## config.mk

```make
export PLATFORM = sky130hd
export DESIGN_NAME = line_state_ctrl
export DESIGN_NICKNAME = d
export VERILOG_FILES = /design/src/rtl/lsc_pkg.sv /design/src/rtl/lsc_msg_decode.sv /design/src/rtl/lsc_line_array.sv /design/src/rtl/lsc_commit_tracker.sv /design/src/rtl/line_state_ctrl.sv
export SDC_FILE = /design/constraint.sdc
export NUM_CORES = 1
export LEC_CHECK = 0
export BUFFER_PORTS_ARGS = -buffer_cell sky130_fd_sc_hd__buf_2
export CORE_MARGIN = 10
export CORE_UTILIZATION = 30
export CTS_BUF_LIST = sky130_fd_sc_hd__clkbuf_4
export CTS_CLUSTER_SIZE = 25
export DETAILED_ROUTE_END_ITERATION = 10
export GPL_TIMING_DRIVEN = 0
export PLACE_DENSITY_LB_ADDON = 0.3
export SETUP_SLACK_MARGIN = 0.15
export SLEW_MARGIN = 5
export SYNTH_ARGS = -nofsm -noshare
export SYNTH_HDL_FRONTEND = slang
export SYNTH_SLANG_ARGS = --single-unit
```

## constraint.sdc

```tcl
create_clock -name clk -period 6.4 [get_ports clk]
set_clock_uncertainty 0.15 [all_clocks]
set_input_delay 1.28 -clock clk [delete_from_list [all_inputs] [get_ports clk]]
set_output_delay 1.28 -clock clk [all_outputs]
set_load 0.01 [all_outputs]
```

## src/rtl/lsc_pkg.sv

```systemverilog
package lsc_pkg;
  typedef enum logic [1:0] {
    LN_INV = 2'd0,
    LN_SHR = 2'd1,
    LN_EXC = 2'd2,
    LN_DRT = 2'd3
  } line_st_e;

  localparam logic [1:0] MT_FILL   = 2'd0;
  localparam logic [1:0] MT_INVAL  = 2'd1;
  localparam logic [1:0] MT_COMMIT = 2'd2;

  localparam logic [1:0] FS_SHARED = 2'd0;
  localparam logic [1:0] FS_MOD    = 2'd1;
  localparam logic [1:0] FS_FETCH  = 2'd2;
  localparam logic [1:0] FS_EXCL   = 2'd3;
endpackage

```

## src/rtl/lsc_msg_decode.sv

```systemverilog
module lsc_msg_decode
  import lsc_pkg::*;
(
  input  logic       msg_valid,
  input  logic [1:0] msg_type,
  input  logic [1:0] msg_sub,
  output logic       install,
  output line_st_e   install_st,
  output logic       inval_req,
  output logic       commit
);
  always_comb begin
    install   = msg_valid && (msg_type == MT_FILL) && (msg_sub != FS_FETCH);
    inval_req = msg_valid && (msg_type == MT_INVAL);
    commit    = msg_valid && (msg_type == MT_COMMIT);
    case (msg_sub)
      FS_MOD:  install_st = LN_DRT;
      FS_EXCL: install_st = LN_EXC;
      default: install_st = LN_SHR;
    endcase
  end
endmodule

```

## src/rtl/lsc_line_array.sv

```systemverilog
module lsc_line_array
  import lsc_pkg::*;
#(
  parameter int INDEX_W = 3,
  parameter int TAG_W   = 5,
  parameter int DATA_W  = 16
) (
  input  logic               clk,
  input  logic               rst,
  input  logic               install,
  input  line_st_e           install_st,
  input  logic               inval_req,
  input  logic [INDEX_W-1:0] wr_idx,
  input  logic [TAG_W-1:0]   wr_tag,
  input  logic [DATA_W-1:0]  wr_data,
  input  logic [INDEX_W-1:0] lk_idx,
  input  logic [TAG_W-1:0]   lk_tag,
  output line_st_e           lk_state,
  output logic               lk_hit,
  output logic               lk_unmod,
  output logic [DATA_W-1:0]  lk_data
);
  localparam int LINES = 1 << INDEX_W;

  line_st_e          st_q  [LINES];
  logic [TAG_W-1:0]  tag_q [LINES];
  logic [DATA_W-1:0] mem   [LINES];

  logic inval_match;
  logic lk_match;

  assign inval_match = inval_req && (st_q[wr_idx] != LN_INV) && (tag_q[wr_idx] == wr_tag);
  assign lk_match    = (st_q[lk_idx] != LN_INV) && (tag_q[lk_idx] == lk_tag);

  // state and tag need reset, so they live in registers
  always_ff @(posedge clk) begin
    if (rst) begin
      for (int i = 0; i < LINES; i++) begin
        st_q[i]  <= LN_INV;
        tag_q[i] <= '0;
      end
    end else if (install) begin
      st_q[wr_idx]  <= install_st;
      tag_q[wr_idx] <= wr_tag;
    end else if (inval_match) begin
      st_q[wr_idx] <= LN_INV;
    end
  end

  // data store: no reset, synchronous read, RAM-inferable
  always_ff @(posedge clk) begin
    if (install) mem[wr_idx] <= wr_data;
    lk_data <= mem[lk_idx];
  end

  always_ff @(posedge clk) begin
    if (rst) begin
      lk_state <= LN_INV;
      lk_hit   <= 1'b0;
      lk_unmod <= 1'b0;
    end else begin
      lk_state <= lk_match ? st_q[lk_idx] : LN_INV;
      lk_hit   <= lk_match;
      lk_unmod <= lk_match && ((st_q[lk_idx] == LN_SHR) || (st_q[lk_idx] == LN_EXC));
    end
  end
endmodule

```

## src/rtl/lsc_commit_tracker.sv

```systemverilog
module lsc_commit_tracker #(
  parameter int CNT_W = 4
) (
  input  logic             clk,
  input  logic             rst,
  input  logic             rd_issue,
  input  logic             commit,
  input  logic             mb_req,
  output logic [CNT_W-1:0] outstanding,
  output logic             mb_done,
  output logic             cnt_err
);
  localparam logic [CNT_W-1:0] CNT_MAX = '1;

  logic pend_q;
  logic waiting;
  logic cnt_zero;

  assign waiting  = pend_q || mb_req;
  assign cnt_zero = (outstanding == '0);

  always_ff @(posedge clk) begin
    if (rst) begin
      outstanding <= '0;
      cnt_err     <= 1'b0;
    end else if (rd_issue && !commit) begin
      if (outstanding != CNT_MAX) outstanding <= outstanding + 1'b1;
    end else if (commit && !rd_issue) begin
      if (cnt_zero) cnt_err <= 1'b1;
      else          outstanding <= outstanding - 1'b1;
    end
  end

  always_ff @(posedge clk) begin
    if (rst) begin
      pend_q  <= 1'b0;
      mb_done <= 1'b0;
    end else begin
      mb_done <= waiting && cnt_zero;
      pend_q  <= waiting && !cnt_zero;
    end
  end
endmodule

```

## src/rtl/line_state_ctrl.sv

```systemverilog
module line_state_ctrl
  import lsc_pkg::*;
#(
  parameter int ADDR_W  = 8,
  parameter int INDEX_W = 3,
  parameter int DATA_W  = 16,
  parameter int CNT_W   = 4
) (
  input  logic              clk,
  input  logic              rst,
  input  logic              msg_valid,
  input  logic [1:0]        msg_type,
  input  logic [1:0]        msg_sub,
  input  logic [ADDR_W-1:0] msg_addr,
  input  logic [DATA_W-1:0] msg_data,
  input  logic              rd_issue,
  input  logic              mb_req,
  input  logic [ADDR_W-1:0] lk_addr,
  output logic [1:0]        lk_state,
  output logic              lk_hit,
  output logic              lk_unmod,
  output logic [DATA_W-1:0] lk_data,
  output logic              mb_done,
  output logic              cnt_err
);
  localparam int TAG_W = ADDR_W - INDEX_W;

  logic             install;
  line_st_e         install_st;
  logic             inval_req;
  logic             commit_evt;
  line_st_e         lk_st_e;
  logic [CNT_W-1:0] outstanding;

  lsc_msg_decode u_dec (
    .msg_valid (msg_valid),
    .msg_type  (msg_type),
    .msg_sub   (msg_sub),
    .install   (install),
    .install_st(install_st),
    .inval_req (inval_req),
    .commit    (commit_evt)
  );

  lsc_line_array #(.INDEX_W(INDEX_W), .TAG_W(TAG_W), .DATA_W(DATA_W)) u_arr (
    .clk       (clk),
    .rst       (rst),
    .install   (install),
    .install_st(install_st),
    .inval_req (inval_req),
    .wr_idx    (msg_addr[INDEX_W-1:0]),
    .wr_tag    (msg_addr[ADDR_W-1:INDEX_W]),
    .wr_data   (msg_data),
    .lk_idx    (lk_addr[INDEX_W-1:0]),
    .lk_tag    (lk_addr[ADDR_W-1:INDEX_W]),
    .lk_state  (lk_st_e),
    .lk_hit    (lk_hit),
    .lk_unmod  (lk_unmod),
    .lk_data   (lk_data)
  );

  assign lk_state = lk_st_e;

  lsc_commit_tracker #(.CNT_W(CNT_W)) u_trk (
    .clk        (clk),
    .rst        (rst),
    .rd_issue   (rd_issue),
    .commit     (commit_evt),
    .mb_req     (mb_req),
    .outstanding(outstanding),
    .mb_done    (mb_done),
    .cnt_err    (cnt_err)
  );
endmodule

```

==> results of run 1 <==
area by class of cell:
type	count	area, um2
sequential	211	6070
inverter	11	41.3
antenna	1	2.50
tap	390	488
fill	2861	18900
timing repair buffer	68	439
buffer	30	139
clock inverter	12	68.8
clock buffer	92	691
multi-input combinational	280	2780
worst register-to-register path: cells and delay by family (launching register included):
family	cells	cell delay [ps]
and+or+nand+nor	1	100
xor gates and xnor gates	1	450
DFF	1	390
AOI/OAI and AO/OA	1	460
buffers and inverters	1	450
muxes	2	560
through the flow:
step           utilization  setup slack, ps  cells
2_1_floorplan            -             2430    532
3_3_place_gp         0.330              318    980
3_5_place_dp         0.336             2070    990
4_1_cts              0.361             2800   1094
5_1_grt              0.361             2630   1095
6_report             0.361             2710   1095
worst paths after layout:
kind | endpoint | slack, ps | cells after the start
max reg2reg | u_arr.st_q[2][1] | 3460 | 6
max | u_arr.st_q[2][1] | 2710 | 7
min | u_trk.pend_q | 330 | 2
min reg2reg | u_trk.pend_q | 330 | 2
flip-flops by register name, indices dropped and copies added (netlist names):
name               count
u_arr.lk_data         16
u_arr.lk_hit           1
u_arr.lk_state         2
u_arr.lk_unmod         1
u_arr.mem            128
u_arr.st_q            16
u_arr.tag_q           40
u_trk.cnt_err          1
u_trk.mb_done          1
u_trk.outstanding      4
u_trk.pend_q           1
cell families (layout without fill, tap and decap cells):
logic type | count (synthesis) | count (layout)
flip-flops | 211 | 211
AND/OR/NAND/NOR | 132 | 132
multiplexers | 90 | 90
AO/OA/AOI/OAI | 45 | 45
buffers and inverters | 41 | 213
XOR/XNOR | 7 | 7
adder cells (fa/ha/maj) | 6 | 6
other | 0 | 1
cells in the final DEF, fill, tap and decap left out, types with 14 or more instances in the layout:
| cell | count |
|---|---|
| nand2_1 | 14 |
| mux2i_1 | 19 |
| and2_1 | 22 |
| clkbuf_4 | 92 |
| mux4_2 | 49 |
| mux2_2 | 22 |
| clkbuf_1 | 16 |
| buf_2 | 67 |
| nor2_1 | 24 |
| dfxtp_1 | 27 |
| and3_1 | 24 |
| edfxtp_1 | 184 |
power by group through the flow:
stage          sequential (uW)  combinational [uW]  clock, uW
6_report                  1570                 275       1200
5_1_grt                   1570                 303       1320
4_1_cts                   1570                 277       1250
3_5_place_dp              1600                 276          0
3_3_place_gp              1590                 263          0
2_1_floorplan             1600                 173          0
metal layers:
layer,part of all wire,global-route usage
met1,0.41,0.148
met5,0.00054,0
met4,0.025,0.0467
met3,0.058,0.0281
met2,0.50,0.202
==> results.py, run 1 <==
metrics = {
    "pwr": {
        "power.total_uw": 3040,
        "combPwrFrac": 0.090,
        "p_clk_frac": 0.394,
        "p_sw_frac": 0.240,
        "p_leak_uw": 0.00385,
        "switchingPower_uw": 731,
        "internal_power_uw": 2310,
        "vdd_drop_max_uv": 137,
        "seq_power_share": 0.515,
        "power.density_mw_per_mm2": 284,
    },
    "yosys": {
        "synthSimpleGateAreaFrac": 0.0790,
        "synth.avg_cell_area_um2": 16.9,
        "synth-compound-area-share": 0.0395,
        "yosys.area.top_type": "edfxtp_1",
        "synth_area_leaders": "edfxtp_1 (61%), mux4_2 (12%), dfxtp_1 (6.0%), mux2_2 (2.8%), mux2i_1 (2.1%)",
        "synth.area.mux_share": 0.171,
        "ys_ff_latch": 211,
        "syn_nets": 579,
        "synth.top_cell.area_share": 0.614,
        "yosysWarnings": 0,
        "synth_cell_type_count": 49,
        "synth_top_family_by_area": "multiplexers",
        "synthXorXnorAreaFrac": 0.00681,
        "synth_edf_count": 184,
        "synth_seq_area_share": 0.674,
        "netlist_instances": 532,
        "synth-async-reset-ratio": 0,
        "yosys.cell_count.top_type": "edfxtp_1",
        "ys.flop_type": "edfxtp_1",
        "synth_commonest_cells": "edfxtp_1 (184), mux4_2 (49), nor2_1 (28)",
        "synth-adder-area-share": 0.00918,
        "syn_area_mm2": 0.00900,
    },
    "grt": {
        "track_usage": 0.120,
        "antenna_found_initial": 2,
        "grt_pass1_wl_um": 34200,
        "grt_pass1_vias": 5902,
        "grt-ovfl-total": 0,
        "grt_max_degree": 19,
    },
    "routing": {
        "vias": 5369,
        "ant_nets": 0,
        "drt_iter0_drc": 282,
        "dr.pass1.iters": 4,
        "wirelength_um": 22100,
        "wire_per_inst_um": 20.1,
        "viasPerCell": 4.90,
        "route.detailed.drc": 0,
    },
    "critical_path": {
        "critical_path.top_delay_family": "compound AO/OA/AOI/OAI gates",
        "path_cells": "buf_2, buf_4, nor3b_1, o21ai_0, o221a_2, a221o_1, o31ai_1",
        "cpMaxStageDelayCell": "nor3b_1",
        "cp-startpoint": "msg_addr[0]",
        "crit_arrival_ps": 3860,
        "crit_type": "primary input to flop",
        "worstSetupEndpointType": "flop",
        "worstPathRequired_ps": 6560,
        "path_buf_inv": 2,
        "start_kind": "primary input",
        "cpPeakStageDelay_ps": 820,
        "crit_fanout": 10,
        "rr_startpoint": "u_arr.tag_q[3][4]",
    },
    "hold_path": {
        "hold_start": "u_trk.pend_q",
        "hp-class": "flop to flop",
    },
    "clocking": {
        "htree_levels": 2,
        "clockBufferDepth": 3,
        "cts_tree": "built",
        "root_buffer": "clkbuf_4",
        "clock-sinks": 211,
        "cts-buffers-inserted": 56,
        "cts_resized": 0,
        "clkTransAtPathRegs_ps": 60,
        "cts_hold_buffers": 0,
        "insertion_delay_ps": 690,
        "cts_setup_buffers": 0,
    },
    "flow_run": {
        "cap_violations": 0,
    },
    "placement": {
        "place_area_mm2": 0.00995,
        "io_buffers": 58,
        "place_congestion": 0.857,
        "hpwl_um": 15600,
    },
    "floorplan": {
        "die_w_um": 193,
        "core_mm2": 0.0296,
        "dieHeight_um": 193,
        "die_area_mm2": 0.0373,
        "start_util": 0.304,
        "num_io_pins": 63,
        "rows": 63,
    },
    "sta": {
        "setup_violations": 0,
        "fin_crit_sh": 0.577,
        "whs_ps": 335,
        "rsz0062_at_grt": "no",
        "fmax_ghz": 0.271,
        "slew_violations": 0,
        "setup_tns_ps": 0,
        "hold_viol": 0,
        "min_period_ps": 3690,
        "max_slew_margin": 0.314,
        "tightestPinTransition_ps": 1030,
    },
    "status": {
        "status": "completed",
    },
    "cells_and_area": {
        "syn2layout_area_growth_pct": 19.1,
        "finalInstanceArea_mm2": 0.0107,
        "drive_above_1_share": 0.379,
        "final_nets": 705,
    },
}
Note: power is estimated with default switching activity, not from simulation.
==> inputs of run 2 (changes only) <==
clock period = 3.85 ns   (was 6.4 ns; I/O delays follow)
==> run 2 against run 1 <==
Against the previous run: non-clock buffer count unchanged; highest routed layer unchanged; sequential power increased by 66%; critical endpoint unchanged; critical path type unchanged; flip-flop and latch count did not move; wire length increased by 0.20%; first-iteration DRC count increased by 1.4%; total power up 66%; count of clock-buffer cells in the layout unchanged; critical path depth unchanged; hold slack worse by 150 ps; via count fell by 0.52%.
==> results.py, run 2 (synthesis results as in run 1) <==
metrics = {
    "status": {
        "status": "completed",
    },
    "sta": {
        "setup_violations": 0,
        "fmax_ghz": 0.313,
        "fin_crit_sh": 0.830,
        "slew_violations": 0,
        "max_slew_margin": 0.312,
        "rsz0062_at_grt": "no",
        "tightestPinTransition_ps": 1030,
        "min_period_ps": 3190,
        "setup_tns_ps": 0,
        "hold_viol": 0,
    },
    "floorplan": {
        "num_io_pins": 63,
        "die_area_mm2": 0.0373,
        "rows": 63,
        "dieHeight_um": 193,
        "core_mm2": 0.0296,
        "start_util": 0.304,
        "die_w_um": 193,
    },
    "cells_and_area": {
        "mostFrequentLayoutCell": "edfxtp_1",
        "final_nets": 705,
        "final_cell_mix": "edfxtp_1 (184), clkbuf_4 (92), buf_2 (67)",
        "finalInstanceArea_mm2": 0.0107,
        "drive_above_1_share": 0.379,
        "top_register": "u_arr.mem",
        "largest_reg_flops": 128,
        "fill_cells": 2861,
        "layout.cells.non_filler": 1095,
        "reg_top3": "u_arr.mem x128, u_arr.tag_q x40",
        "syn2layout_area_growth_pct": 19.1,
    },
    "placement": {
        "place_congestion": 0.857,
        "hpwl_um": 15600,
        "io_buffers": 58,
        "dp_cells": 990,
        "place_area_mm2": 0.00995,
    },
    "pwr": {
        "power.density_mw_per_mm2": 473,
        "vdd_drop_max_uv": 228,
        "p_clk_frac": 0.394,
        "internal_power_uw": 3850,
        "combPwrFrac": 0.090,
        "power.total_uw": 5060,
        "seq_power_share": 0.515,
        "switchingPower_uw": 1220,
        "p_sw_frac": 0.240,
        "p_leak_uw": 0.00385,
    },
    "critical_path": {
        "start_kind": "primary input",
        "crit_type": "primary input to flop",
        "worstSetupEndpointType": "flop",
        "crit_arrival_ps": 3360,
        "worstPathRequired_ps": 4010,
        "crit_fanout": 10,
    },
    "grt": {
        "antenna_found_initial": 2,
        "grt-ovfl-total": 0,
        "grt_pass1_vias": 5908,
        "grt_pass1_wl_um": 34200,
        "grt_max_degree": 19,
        "track_usage": 0.120,
    },
    "routing": {
        "dr.pass1.iters": 4,
        "ant_nets": 0,
        "wire_per_inst_um": 20.2,
        "route.detailed.drc": 0,
        "viasPerCell": 4.88,
        "wirelength_um": 22100,
        "drt_iter0_drc": 286,
        "vias": 5341,
    },
    "clocking": {
        "root_buffer": "clkbuf_4",
        "cts_setup_buffers": 0,
        "cts_tree": "built",
        "clockBufferDepth": 3,
        "insertion_delay_ps": 690,
        "clock-sinks": 211,
        "cts_resized": 0,
        "cts-buffers-inserted": 56,
        "cts_hold_buffers": 0,
        "clkTransAtPathRegs_ps": 70,
        "htree_levels": 2,
    },
    "hold_path": {
        "hp-class": "primary input to flop",
    },
    "flow_run": {
        "cap_violations": 0,
    },
}
-- run 2: routing by layer --
metal / vias up / routed length, um / track usage
li1: 2413 / - / -
met1: 2717 / 9170 / 0.148
met2: 165 / 11100 / 0.202
met3: 44 / 1260 / 0.0275
met4: 2 / 555 / 0.0476
met5: - / 12 / 0
-- run 2: cell type report --
| cell class | count | area (um2) | area share |
|---|---|---|---|
| Sequential cell | 211 | 6070 | 0.566 |
| Multi-Input combinational cell | 280 | 2780 | 0.259 |
| Clock buffer | 92 | 691 | 0.0645 |
| Tap cell | 390 | 488 | 0.0456 |
| Timing Repair Buffer | 68 | 439 | 0.0410 |
| Buffer | 30 | 139 | 0.0130 |
| Clock inverter | 12 | 68.8 | 0.00642 |
| Inverter | 11 | 41.3 | 0.00385 |
| Antenna cell | 1 | 2.50 | 0.000234 |
-- run 2: stage by stage --
stage	hold WS (ps)	setup WS, ps	utilization
2_1_floorplan	302	388	-
3_3_place_gp	304	-1720	0.330
3_5_place_dp	325	25.9	0.336
4_1_cts	116	759	0.361
5_1_grt	132	591	0.361
6_report	185	656	0.361
-- run 2: worst paths after layout --
check | start | end | slack (ps) | cells past startpoint
worst max-delay path | msg_addr[0] | u_arr.st_q[2][1] | 660 | 7
worst min-delay path | msg_data[11] | u_arr.mem[3][11] | 190 | 1
worst max register to register | u_arr.tag_q[3][4] | u_arr.st_q[2][1] | 900 | 6
worst min register to register | u_trk.pend_q | u_trk.pend_q | 330 | 2
-- run 2: power by group through the flow --
stage / clock network [uW] / registers, uW / logic, uW
finish: 2000 / 2610 / 458
global route: 2200 / 2620 / 503
CTS: 2070 / 2610 / 461
detailed placement: 0 / 2660 / 459
global placement: 0 / 2650 / 438
floorplan: 0 / 2650 / 288
-- run 2: worst max-delay path, stage by stage --
cell     delay, ps
buf_2          140
buf_4          200
nor3b_1        800
o21ai_0        330
o221a_2        240
a221o_1        400
o31ai_1        480
